===== src/rtl/cdi_pkg.sv =====
package cdi_pkg;

  typedef enum logic [2:0] {
    ST_DOWN,
    ST_WARM,
    ST_IDLE,
    ST_ACQ,
    ST_ON
  } cdiState_e;

  // control -> datapath
  typedef struct packed {
    logic cntClr;
    logic cntInc;
    logic ready;
    logic carrierOn;
  } cdiStrobe_t;

  // datapath -> control
  typedef struct packed {
    logic energy;
    logic enable;
    logic pwrDown;
    logic warmDone;
    logic acqDone;
    logic relDone;
  } cdiStatus_t;

endpackage


===== src/rtl/cdi_datapath.sv =====
module cdi_datapath
  import cdi_pkg::*;
#(
  parameter int OSC_CYC = 100,
  parameter int ACQ_CYC = 120,
  parameter int REL_CYC = 160
) (
  input  logic       clk,
  input  logic       rstN,
  input  logic       carrierRaw,
  input  logic       ringDetN,
  input  logic       byteReadyN,
  input  logic       toneHit,
  input  logic       fskEnable,
  input  logic       powerDown,
  input  cdiStrobe_t strobe,
  output cdiStatus_t status,
  output logic       carrierDetN,
  output logic       intN
);

  localparam int MAX_AB  = (OSC_CYC > ACQ_CYC) ? OSC_CYC : ACQ_CYC;
  localparam int MAX_CYC = (MAX_AB > REL_CYC) ? MAX_AB : REL_CYC;
  localparam int CNT_W   = $clog2(MAX_CYC + 1);
  localparam int N_IN    = 6;
  localparam logic [CNT_W-1:0] CNT_MAX  = {CNT_W{1'b1}};
  localparam logic [CNT_W-1:0] OSC_LAST = CNT_W'(OSC_CYC - 1);
  localparam logic [CNT_W-1:0] ACQ_LAST = CNT_W'(ACQ_CYC - 1);
  localparam logic [CNT_W-1:0] REL_LAST = CNT_W'(REL_CYC - 1);

  // bit map: 5 pd, 4 enable, 3 tone, 2 byte, 1 ring, 0 energy
  // reset values keep every source in its inactive level, with power-down asserted
  localparam logic [N_IN-1:0] SYNC_RST = 6'b100110;

  logic [N_IN-1:0] rawIn, meta, stab;
  logic [CNT_W-1:0] cnt;
  logic eventAny;

  assign rawIn = {powerDown, fskEnable, toneHit, byteReadyN, ringDetN, carrierRaw};

  always_ff @(posedge clk or negedge rstN) begin
    if (!rstN) begin
      meta <= SYNC_RST;
      stab <= SYNC_RST;
    end else begin
      meta <= rawIn;
      stab <= meta;
    end
  end

  // shared window timer: warm-up, acquire and release never overlap
  always_ff @(posedge clk or negedge rstN) begin
    if (!rstN)                               cnt <= '0;
    else if (strobe.cntClr)                  cnt <= '0;
    else if (strobe.cntInc && cnt != CNT_MAX) cnt <= cnt + 1'b1;
  end

  assign status.energy   = stab[0];
  assign status.enable   = stab[4];
  assign status.pwrDown  = stab[5];
  assign status.warmDone = (cnt == OSC_LAST);
  assign status.acqDone  = (cnt == ACQ_LAST);
  assign status.relDone  = (cnt == REL_LAST);

  assign eventAny    = ~stab[1] | ~stab[2] | stab[3];
  assign intN        = ~(strobe.ready & ~stab[5] & eventAny);
  assign carrierDetN = ~(strobe.carrierOn & stab[4] & ~stab[5]);

endmodule


===== src/rtl/cdi_control.sv =====
module cdi_control
  import cdi_pkg::*;
(
  input  logic       clk,
  input  logic       rstN,
  input  cdiStatus_t status,
  output cdiStrobe_t strobe,
  output logic       oscReady
);

  cdiState_e state, nxt;

  always_ff @(posedge clk or negedge rstN) begin
    if (!rstN) state <= ST_DOWN;
    else       state <= nxt;
  end

  always_comb begin
    nxt    = state;
    strobe = '0;
    unique case (state)
      ST_DOWN: begin
        strobe.cntClr = 1'b1;
        if (!status.pwrDown) nxt = ST_WARM;
      end
      ST_WARM: begin
        strobe.cntInc = 1'b1;
        if (status.warmDone) begin
          nxt           = ST_IDLE;
          strobe.cntClr = 1'b1;
        end
      end
      ST_IDLE: begin
        strobe.ready  = 1'b1;
        strobe.cntClr = 1'b1;
        if (status.enable && status.energy) nxt = ST_ACQ;
      end
      ST_ACQ: begin
        strobe.ready = 1'b1;
        if (!status.enable || !status.energy) begin
          nxt           = ST_IDLE;
          strobe.cntClr = 1'b1;
        end else if (status.acqDone) begin
          nxt           = ST_ON;
          strobe.cntClr = 1'b1;
        end else begin
          strobe.cntInc = 1'b1;
        end
      end
      ST_ON: begin
        strobe.ready     = 1'b1;
        strobe.carrierOn = 1'b1;
        if (!status.enable) begin
          nxt           = ST_IDLE;
          strobe.cntClr = 1'b1;
        end else if (status.energy) begin
          strobe.cntClr = 1'b1;
        end else if (status.relDone) begin
          nxt           = ST_IDLE;
          strobe.cntClr = 1'b1;
        end else begin
          strobe.cntInc = 1'b1;
        end
      end
      default: nxt = ST_DOWN;
    endcase
    if (status.pwrDown) begin
      nxt              = ST_DOWN;
      strobe.cntClr    = 1'b1;
      strobe.ready     = 1'b0;
      strobe.carrierOn = 1'b0;
    end
  end

  assign oscReady = (state == ST_IDLE) || (state == ST_ACQ) || (state == ST_ON);

endmodule


===== src/rtl/carrier_irq_ctrl.sv =====
module carrier_irq_ctrl
  import cdi_pkg::*;
#(
  parameter int CYCLES_PER_MS = 3580,
  parameter int OSC_MS        = 5,
  parameter int ACQ_MS        = 6,
  parameter int REL_MS        = 8
) (
  input  logic clk,
  input  logic rstN,
  input  logic carrierRaw,
  input  logic ringDetN,
  input  logic byteReadyN,
  input  logic toneHit,
  input  logic fskEnable,
  input  logic powerDown,
  output logic carrierDetN,
  output logic intN,
  output logic oscReady
);

  localparam int OSC_CYC = CYCLES_PER_MS * OSC_MS;
  localparam int ACQ_CYC = CYCLES_PER_MS * ACQ_MS;
  localparam int REL_CYC = CYCLES_PER_MS * REL_MS;

  cdiStrobe_t strobe;
  cdiStatus_t status;

  cdi_datapath #(
    .OSC_CYC(OSC_CYC),
    .ACQ_CYC(ACQ_CYC),
    .REL_CYC(REL_CYC)
  ) i_datapath (
    .clk        (clk),
    .rstN       (rstN),
    .carrierRaw (carrierRaw),
    .ringDetN   (ringDetN),
    .byteReadyN (byteReadyN),
    .toneHit    (toneHit),
    .fskEnable  (fskEnable),
    .powerDown  (powerDown),
    .strobe     (strobe),
    .status     (status),
    .carrierDetN(carrierDetN),
    .intN       (intN)
  );

  cdi_control i_control (
    .clk     (clk),
    .rstN    (rstN),
    .status  (status),
    .strobe  (strobe),
    .oscReady(oscReady)
  );

endmodule


===== config.mk =====
export PLATFORM = sky130hd
export DESIGN_NAME = carrier_irq_ctrl
export DESIGN_NICKNAME = d
export VERILOG_FILES = /design/src/rtl/cdi_pkg.sv /design/src/rtl/cdi_datapath.sv /design/src/rtl/cdi_control.sv /design/src/rtl/carrier_irq_ctrl.sv
export SDC_FILE = /design/constraint.sdc
export NUM_CORES = 1
export LEC_CHECK = 0
export ABC_AREA = 1
export BUFFER_PORTS_ARGS = -buffer_cell sky130_fd_sc_hd__buf_2
export CORE_AREA = 3 3 72 80
export DETAILED_ROUTE_END_ITERATION = 7
export DIE_AREA = 0 0 75 83
export PLACE_DENSITY = 0.5
export SYNTH_ARGS = -nofsm -noshare
export SYNTH_HDL_FRONTEND = slang
export SYNTH_SLANG_ARGS = --single-unit

===== constraint.sdc =====
create_clock -name clk -period 3.6 [get_ports clk]
set_clock_uncertainty 0.05 [all_clocks]
set_input_delay 0.18 -clock clk [delete_from_list [all_inputs] [get_ports clk]]
set_output_delay 0.18 -clock clk [all_outputs]
set_load 0.01 [all_outputs]

==> impl_metrics.toml, run 1 <==
[synthesis]
ys_types = 27
synth_area_leaders = "dfrtp_1, nand2_1, nand3_1, dfstp_2, inv_1"
yosys_warnings = 0
synth_fp_nets = 260
syn_area_per_cell_um2 = 7.532
netlist.area_leader.share_pct = 31.77
synth_seq_cells = 30
yosysMostFrequentCell = "nand2_1"
yosys.area.top_type = "dfrtp_1"
synthTopCellsByCount = "nand2_1, nand3_1, inv_1"
synth_edf_count = 0
async_flop_share_pct = 100.0
seq_area_frac_synth_pct = 40.11
synthFlopType = "dfrtp_1"
synth_cells = 251
synth_area_mm2 = 0.001891

[cells_and_area]
utilization_pct = 42.85
synthToLayoutAreaGrowth_pct = 14.10
fin_cells = 325
layout.nets = 275
antennaDiodeCount = 0
drive_above_1_share_pct = 19.48
fill_cells = 512

[worst_setup_path]
crit_chain = "ha_1 > nand3_2 > nor2_1 > nand3_1 > nand2_1 > nand2_1 > nand3_2 > nor2_4 > inv_1 > a21oi_1"
required_ns = 3.76
critPathSlowestCell = "nor2_4"
crit_path_start_kind = "flip-flop"
criticalPathCategory = "flip-flop to flip-flop"
critical_path.max_fanout = 24
critPathBufInv = 1
critPathTopFamily = "simple AND/OR/NAND/NOR gates"
arrival_ns = 2.26
max_stage_delay_ns = 0.44
cp-end-kind = "flip-flop"

[global_route]
grt_pass1_wl_mm = 7.176
grt.total_usage_pct = 14.91
grt_max_degree = 31
grt_antenna_before_repair = 0
grt-ovfl-total = 0
grt_pass1_vias = 1552

[power_and_ir_drop]
p_clk_share_pct = 41.1
sw_frac_of_total_pct = 31.65
power_frac_comb_pct = 24.0
switching_power_uw = 336.7
ir_drop_mv = 0.1890
cellLeakagePower_nw = 1.056
p_per_area_mw_per_mm2 = 493.2
intPower_uw = 727.2
pwr-share-seq_pct = 35.0

[detailed_routing]
num_vias = 1589
avgViaCountPerCell = 4.889
first_iter_violations = 69
ant_nets = 0
wl_per_cell_um = 12.32
drt-total-wl_mm = 4.003
drt-pass1-iter-count = 4
drc = 0

[placement]
dp_cells = 310
io_buffers = 10
dp_hpwl_mm = 2.847
gp_congestion = 0.8075

[cts]
clockRootBuffer = "clkbuf_8"
clk-insertion-delay-late_ns = 0.30
numCtsBuffers = 5
cts_resized = 0
htree_levels = 2
clk_path_buf_depth = 2
cts_tree = "yes"
cts_sinks = 30
path_clk_slew_ns = 0.08

[status]
status = "completed"

[die]
fp-row-count = 27
ios = 11
dieWidth_um = 75
die-area_mm2 = 0.006225
coreArea_mm2 = 0.005034
die_height_um = 83
initial_core_util_pct = 37.56

[sta]
tightest_slew_ns = 0.6481
fin_crit_sh_pct = 58.39
fmax_ghz = 0.4758
timing.hold.ws_ns = 0.2849
rsz0062_at_grt = "false"
hold_viol = 0
finalSetupTns_ns = 0
setup_viol = 0
maxSlewHeadroom_pct = 56.79
slew_viol_final = 0
period_minus_slack_ns = 2.102

[run]
cap_violations = 0

[hold_path]
worstHoldPathType = "flip-flop to flip-flop"
==> worst register-to-register path, delay by kind of cell (launching register included) <==
family,cells,cell delay [ns]
flops,1,0.41
simple gates,7,0.98
buf+inv,1,0.16
fa+ha+maj,1,0.30
compound gates,1,0.14
==> state kept, by name, summed over array words and instances (netlist names) <==
register	count
i_control.state	3
i_datapath.meta	6
i_datapath.cnt	15
i_datapath.stab	6
==> final timing paths <==
kind	end	cells after the start	startpoint	slack (ns)
min reg2reg	i_datapath.stab[3]$_DFF_PN0_	0	i_datapath.meta[3]$_DFF_PN0_	0.28
max	i_datapath.cnt[5]$_DFFE_PN0P_	10	i_datapath.cnt[0]$_DFFE_PN0P_	1.50
max reg2reg	i_datapath.cnt[5]$_DFFE_PN0P_	10	i_datapath.cnt[0]$_DFFE_PN0P_	1.50
min	i_datapath.stab[3]$_DFF_PN0_	0	i_datapath.meta[3]$_DFF_PN0_	0.28
min in group asynchronous	i_datapath.cnt[12]$_DFFE_PN0P_	2	rstN	0.39
max in group asynchronous	i_datapath.meta[0]$_DFF_PN0_	2	rstN	2.67
==> logic make-up after synthesis <==
| family | after synthesis | synth area share [%] |
|---|---|---|
| compound gates | 7 | 1.985 |
| xor+xnor | 9 | 4.170 |
| fa+ha+maj | 1 | 0.6617 |
| buf+inv | 44 | 10.72 |
| flops | 30 | 40.11 |
| simple gates | 160 | 42.36 |
==> cell type report <==
cell class | instances | area (um2) | area share, %
Multi-Input combinational cell | 177 | 929.6 | 43.10
Timing Repair Buffer | 17 | 120.1 | 5.568
Inverter | 35 | 133.9 | 6.206
Tap cell | 58 | 72.57 | 3.364
Clock inverter | 2 | 60.06 | 2.784
Sequential cell | 30 | 758.2 | 35.15
Clock buffer | 6 | 82.58 | 3.828
==> cell usage in the layout, fill, tap and decap left out <==
master         synthesis  final
a21oi_1                3      3
buf_2                  4     10
bufinv_16              0      2
clkbuf_8               0      6
dfrtp_1               24     24
dfstp_2                6      6
dlygate4sd3_1          0      7
ha_1                   1      1
inv_1                 31     31
inv_2                  3      3
inv_4                  1      1
nand2_1               59     59
nand2_2                5      5
nand2_4                1      1
nand3_1               38     38
nand3_2                9      9
nand3_4                1      1
nand3b_1               4      4
nand4_1                4      4
nor2_1                26     26
nor2_2                 5      5
nor2_4                 2      2
nor3_1                 4      4
nor4_1                 1      1
o211ai_1               1      1
o21ai_0                3      3
or2_2                  1      1
xor2_1                 9      9
==> routing by layer <==
metal,vias up,global-route usage (%),wire (um)
li1,822,-,-
met1,732,20.18,1969
met2,28,22.35,1835
met3,7,3.753,141
met4,0,5.987,56
met5,-,0,0
==> timing repair <==
action                    CTS  global route
setup buffers               0             0
hold buffers                7             0
hold endpoints to repair   30             0
==> power by group through the flow <==
stage	clock, mW	combinational (mW)	sequential (mW)
after CTS	0.446	0.259	0.372
after floorplan	0	0.230	0.375
after detailed placement	0	0.253	0.378
after global routing	0.464	0.291	0.375
after global placement	0	0.255	0.378
final	0.437	0.255	0.372
==> per-stage QoR <==
stage / power (mW) / setup slack, ns / instance area, um2
after floorplan: 0.6050 / 1.905 / 1891
after global placement: 0.6332 / 1.547 / 1944
after detailed placement: 0.6305 / 1.476 / 1944
after CTS: 1.077 / 1.459 / 2157
after global routing: 1.130 / 1.191 / 2157
final: 1.064 / 1.498 / 2157
No activity file was read; power rests on OpenSTA's default activity.
==> run 2: changes to the inputs <==
Settings changed: PLACE_DENSITY 0.5 to 0.52.
Clock period 3.6 ns to 1.8 ns, I/O delays scaled along.
==> run 2 against run 1 <==
Effect of this change: critical path depth did not move; core utilization rose by 9.3 points; first-iteration DRC count is 1.4% higher; final cell count grew 14%; worst hold slack improved by 0.012 ns; clock-buffer cell count is the same; clock power rose by 95%; wire length grew 20%; sequential power is 100% higher; global-route usage rose by 2.2 points; critical path type unchanged; largest power group unchanged.
==> impl_metrics.toml, run 2 (synthesized netlist as in run 1, its figures left out) <==
[die]
coreArea_mm2 = 0.005034
dieWidth_um = 75
ios = 11
die_height_um = 83
die-area_mm2 = 0.006225
initial_core_util_pct = 37.56
fp-row-count = 27

[cells_and_area]
layout.nets = 320
synthToLayoutAreaGrowth_pct = 38.85
layout_common_cells = "nand2_1, buf_4, nand3_1, inv_1, nor2_1"
regMostFlops = "i_datapath.cnt"
antennaDiodeCount = 0
drive_above_1_share_pct = 35.90
final_common_cell = "nand2_1"
largestRegisters = "i_datapath.cnt: 15 flops, i_datapath.meta: 6 flops, i_datapath.stab: 6 flops"
fin_area_mm2 = 0.002625
largest_reg_flops = 15

[sta]
period_minus_slack_ns = 1.709
setup_viol = 0
tightest_slew_ns = 0.6705
setup_slack_ns = 0.09107
fmax_ghz = 0.5852
fin_crit_sh_pct = 94.94
maxSlewHeadroom_pct = 55.30
hold_viol = 0
slew_viol_final = 0
rsz0062_at_grt = "true"
timing.hold.ws_ns = 0.2971

[placement]
place_ws_ns = -0.2211
placed_area_mm2 = 0.002185
gp_congestion = 0.8403
io_buffers = 10
dp_hpwl_mm = 3.246

[power_and_ir_drop]
ir_drop_mv = 0.4258
p_per_area_mw_per_mm2 = 928.5
cellLeakagePower_nw = 1.302

[global_route]
grt_pass1_vias = 1817
grt-ovfl-total = 0
grt_pass1_wl_mm = 8.245
grt_max_degree = 31
grt_antenna_before_repair = 0
grt.total_usage_pct = 17.14

[cts]
clk-insertion-delay-late_ns = 0.29
path_clk_slew_ns = 0.07
htree_levels = 2
cts_sinks = 30
clockRootBuffer = "clkbuf_8"
cts_tree = "yes"
numCtsBuffers = 5
clk_path_buf_depth = 2

[hold_path]
hp-start = "i_datapath.meta[3]$_DFF_PN0_"
hold_end = "i_datapath.stab[3]$_DFF_PN0_"
worstHoldPathType = "flip-flop to flip-flop"
hold_depth = 0

[detailed_routing]
avgViaCountPerCell = 4.854
wl_per_cell_um = 13.00
drt-total-wl_mm = 4.809
ant_nets = 0
first_iter_violations = 70
drt-pass1-iter-count = 4
drc = 0
num_vias = 1796

[worst_setup_path]
critPathSlowestCell = "dfrtp_1"
arrival_ns = 1.88
required_ns = 1.97
r2r-end = "i_datapath.cnt[11]$_DFFE_PN0P_"
r2r_setup_slack_ns = 0.09
max_stage_delay_ns = 0.40
critical_path.max_fanout = 7
cp-end-kind = "flip-flop"
crit_path_start_kind = "flip-flop"
crit_chain = "ha_4 > nand3_4 > inv_1 > nand3_2 > nor2_4 > nand2_4 > nand2_8 > buf_4 > nand3_1 > nand2_1"
criticalPathCategory = "flip-flop to flip-flop"
r2r_start = "i_datapath.cnt[1]$_DFFE_PN0P_"
r2r_cells = 10

[status]
status = "completed"

[run]
cap_violations = 0
-- run 2: per-stage QoR --
stage / power, mW / cells / utilization (%) / setup TNS (ns)
3_5_place_dp: 1.340 / 342 / 43.40 / -2.250
2_1_floorplan: 1.210 / 251 / - / 0
4_1_cts: 2.326 / 360 / 48.82 / 0
3_3_place_gp: 1.340 / 342 / 43.40 / -1.352
6_report: 2.437 / 370 / 52.15 / 0
5_1_grt: 2.581 / 370 / 52.15 / -0.1766
-- run 2: final cells by class --
class / instances / area, um2
multi-input combinational: 178 / 1027
sequential: 30 / 764.5
tap: 58 / 72.57
fill: 481 / 2409
clock inverter: 2 / 60.06
timing repair buffer: 61 / 479.2
clock buffer: 6 / 82.58
inverter: 35 / 138.9
-- run 2: metal layers --
layer / global-route usage (%) / part of all wire, %
met1: 22.10 / 47
met2: 27.58 / 48
met4: 6.796 / 1.9
met3: 3.269 / 2.8
met5: 0 / 0
-- run 2: how the worst max path moves through the flow --
stage	startpoint	to	slack, ns	cells after the start
3_5_place_dp	i_datapath.cnt[0]$_DFFE_PN0P_	i_datapath.cnt[7]$_DFFE_PN0P_	-0.22	10
3_3_place_gp	i_datapath.cnt[0]$_DFFE_PN0P_	i_datapath.cnt[7]$_DFFE_PN0P_	-0.15	10
5_1_grt	i_datapath.cnt[7]$_DFFE_PN0P_	i_control.state[2]$_DFFE_PN0P_	-0.05	10
2_1_floorplan	i_datapath.cnt[0]$_DFFE_PN0P_	i_datapath.cnt[13]$_DFFE_PN0P_	0.11	11
4_1_cts	i_datapath.cnt[8]$_DFFE_PN0P_	i_datapath.cnt[1]$_DFFE_PN0P_	0.02	10
6_report	i_datapath.cnt[1]$_DFFE_PN0P_	i_datapath.cnt[11]$_DFFE_PN0P_	0.09	10
-- run 2: worst max-delay path: cells and delay by family (launching register included) --
family,cells,cell delay (ns)
adder cells (fa/ha/maj),1,0.20
buffers and inverters,2,0.29
flip-flops,1,0.40
AND/OR/NAND/NOR,7,0.71
-- run 2: power by group --
| group | internal (mW) | switching, mW | leakage [nW] |
|---|---|---|---|
| Clock | 0.590 | 0.263 | 0.0714 |
| Combinational | 0.353 | 0.481 | 0.857 |
| Sequential | 0.718 | 0.0325 | 0.374 |
-- run 2: timing repair --
action | 4_1_cts | 5_1_grt
endpoints found under the hold margin | 30 | 0
endpoints found under the setup margin | 18 | 18
setup buffers | 2 | 10
pin swaps | 1 | 9
gates resized for setup | 4 | 25
cloned | 1 | 0
hold buffers | 7 | 0
==> run 3: changes to the inputs <==
Settings changed: CORE_AREA 3 3 72 80 to 3 3 61 69, DIE_AREA 0 0 75 83 to 0 0 64 72, PLACE_DENSITY 0.52 to 0.69.
==> run 3 against run 2 <==
Effect of this change: via count is 3.4% lower; sequential cell count unchanged; sequential power hardly changed; combinational power decreased by 3.8%; maximum frequency up 1.3%; global-route usage rose by 3.9 points; non-clock buffer count is 14 lower; first-iteration DRC count grew 41%; worst hold slack lost 0.012 ns; largest cell class unchanged; die area decreased by 26%.
==> impl_metrics.toml, run 3 (synthesized netlist as in run 1, its figures left out) <==
[status]
status = "completed"

[detailed_routing]
drc = 0
ant_nets = 0
drt-pass1-iter-count = 4
drt-total-wl_mm = 4.373
avgViaCountPerCell = 4.986
first_iter_violations = 99
wl_per_cell_um = 12.57
num_vias = 1735

[cts]
cts_sinks = 30
clk_path_buf_depth = 2
htree_levels = 2
path_clk_slew_ns = 0.07
clk-insertion-delay-late_ns = 0.29
numCtsBuffers = 5
clockRootBuffer = "clkbuf_8"
cts_tree = "yes"

[die]
ios = 11
fp-row-count = 23
die-area_mm2 = 0.004608
coreArea_mm2 = 0.003597
dieWidth_um = 64
die_height_um = 72
initial_core_util_pct = 52.56

[sta]
fin_crit_sh_pct = 93.72
maxSlewHeadroom_pct = 56.90
tightest_slew_ns = 0.6466
hold_viol = 0
finalSetupTns_ns = 0
fmax_ghz = 0.5928
period_minus_slack_ns = 1.687
slew_viol_final = 0
timing.hold.ws_ns = 0.2847
setup_viol = 0
setup_slack_ns = 0.1130

[worst_setup_path]
r2r_setup_slack_ns = 0.11
r2r_start = "i_control.state[2]$_DFFE_PN0P_"
crit_top_cell = "nand2_1"
r2r-end = "i_datapath.cnt[1]$_DFFE_PN0P_"
critical_path.max_fanout = 9
crit_chain = "inv_2 > nand2_1 > nor2_1 > nand3_2 > nand3_4 > nand2_8 > buf_12 > nand3_1 > nand2_1"
required_ns = 1.93
cp.depth = 9
criticalPathCategory = "flip-flop to flip-flop"
r2r_cells = 9
critPathSlowestCell = "dfrtp_1"
crit_path_start_kind = "flip-flop"
max_stage_delay_ns = 0.42
cp-end-kind = "flip-flop"
critPathTopFamily = "simple AND/OR/NAND/NOR gates"
arrival_ns = 1.81
critPathBufInv = 2

[global_route]
grt.total_usage_pct = 21.08
grt-ovfl-total = 0
grt_pass1_vias = 1626
grt_pass1_wl_mm = 7.493
grt_max_degree = 31
grt_antenna_before_repair = 0

[power_and_ir_drop]
ir_drop_mv = 0.7543
p_total_mw = 2.115
p_per_area_mw_per_mm2 = 867.1
cellLeakagePower_nw = 1.189

[hold_path]
hold_end = "i_datapath.stab[3]$_DFF_PN0_"
hold_depth = 0
hp-start = "i_datapath.meta[3]$_DFF_PN0_"
worstHoldPathType = "flip-flop to flip-flop"

[cells_and_area]
antennaDiodeCount = 0
fin_cells = 348
regMostFlops = "i_datapath.cnt"
synthToLayoutAreaGrowth_pct = 28.99
largestRegisters = "i_datapath.cnt: 15 flops, i_datapath.meta: 6 flops, i_datapath.stab: 6 flops"
largest_reg_flops = 15
layout_common_cells = "nand2_1, nand3_1, inv_1, buf_4, nor2_1"
layout.nets = 306
final_common_cell = "nand2_1"
drive_above_1_share_pct = 32.21

[placement]
dp_cells = 326
dp_hpwl_mm = 3.014
place_ws_ns = -0.2247
gp_congestion = 0.8864
io_buffers = 10

[run]
cap_violations = 0
run 3: timing repair:
item,4_1_cts,5_1_grt
hold endpoints to repair,30,0
pin swaps,1,8
gates resized for setup,3,17
cloned,1,0
setup buffers,2,4
setup endpoints to repair,15,20
hold buffers,7,0
run 3: worst max path at each step:
stage | startpoint | to | slack, ns
3_5_place_dp | i_datapath.cnt[0]$_DFFE_PN0P_ | i_datapath.cnt[7]$_DFFE_PN0P_ | -0.22
4_1_cts | i_datapath.cnt[1]$_DFFE_PN0P_ | i_datapath.cnt[6]$_DFFE_PN0P_ | 0.008
6_report | i_control.state[2]$_DFFE_PN0P_ | i_datapath.cnt[1]$_DFFE_PN0P_ | 0.11
2_1_floorplan | i_datapath.cnt[0]$_DFFE_PN0P_ | i_datapath.cnt[13]$_DFFE_PN0P_ | 0.11
5_1_grt | i_datapath.cnt[1]$_DFFE_PN0P_ | i_control.state[0]$_DFFE_PN0P_ | -0.005
3_3_place_gp | i_datapath.cnt[0]$_DFFE_PN0P_ | i_datapath.cnt[5]$_DFFE_PN0P_ | -0.12
run 3: area by class of cell:
class | instances | area (um2)
Tap cell | 50 | 62.56
Multi-Input combinational cell | 178 | 997.2
Inverter | 35 | 136.4
Clock inverter | 2 | 12.51
Fill cell | 296 | 1159
Clock buffer | 6 | 82.58
Sequential cell | 30 | 764.5
Timing Repair Buffer | 47 | 382.9
run 3: per-layer routing:
layer | routed length (um) | track usage [%]
met5 | 0 | 0
met4 | 64 | 8.153
met3 | 170 | 4.644
met2 | 2083 | 33.41
met1 | 2055 | 28.16
run 3: metrics by stage:
| stage | utilization, % | area [um2] |
|---|---|---|
| 2_1_floorplan | - | 1891 |
| 3_3_place_gp | 59.13 | 2127 |
| 3_5_place_dp | 59.13 | 2127 |
| 4_1_cts | 65.11 | 2342 |
| 5_1_grt | 67.79 | 2439 |
| 6_report | 67.79 | 2439 |
run 3: power breakdown:
part | switching, mW | total [mW] | internal (mW)
Sequential | 0.0300 | 0.748 | 0.718
Clock | 0.259 | 0.566 | 0.307
Combinational | 0.465 | 0.801 | 0.336
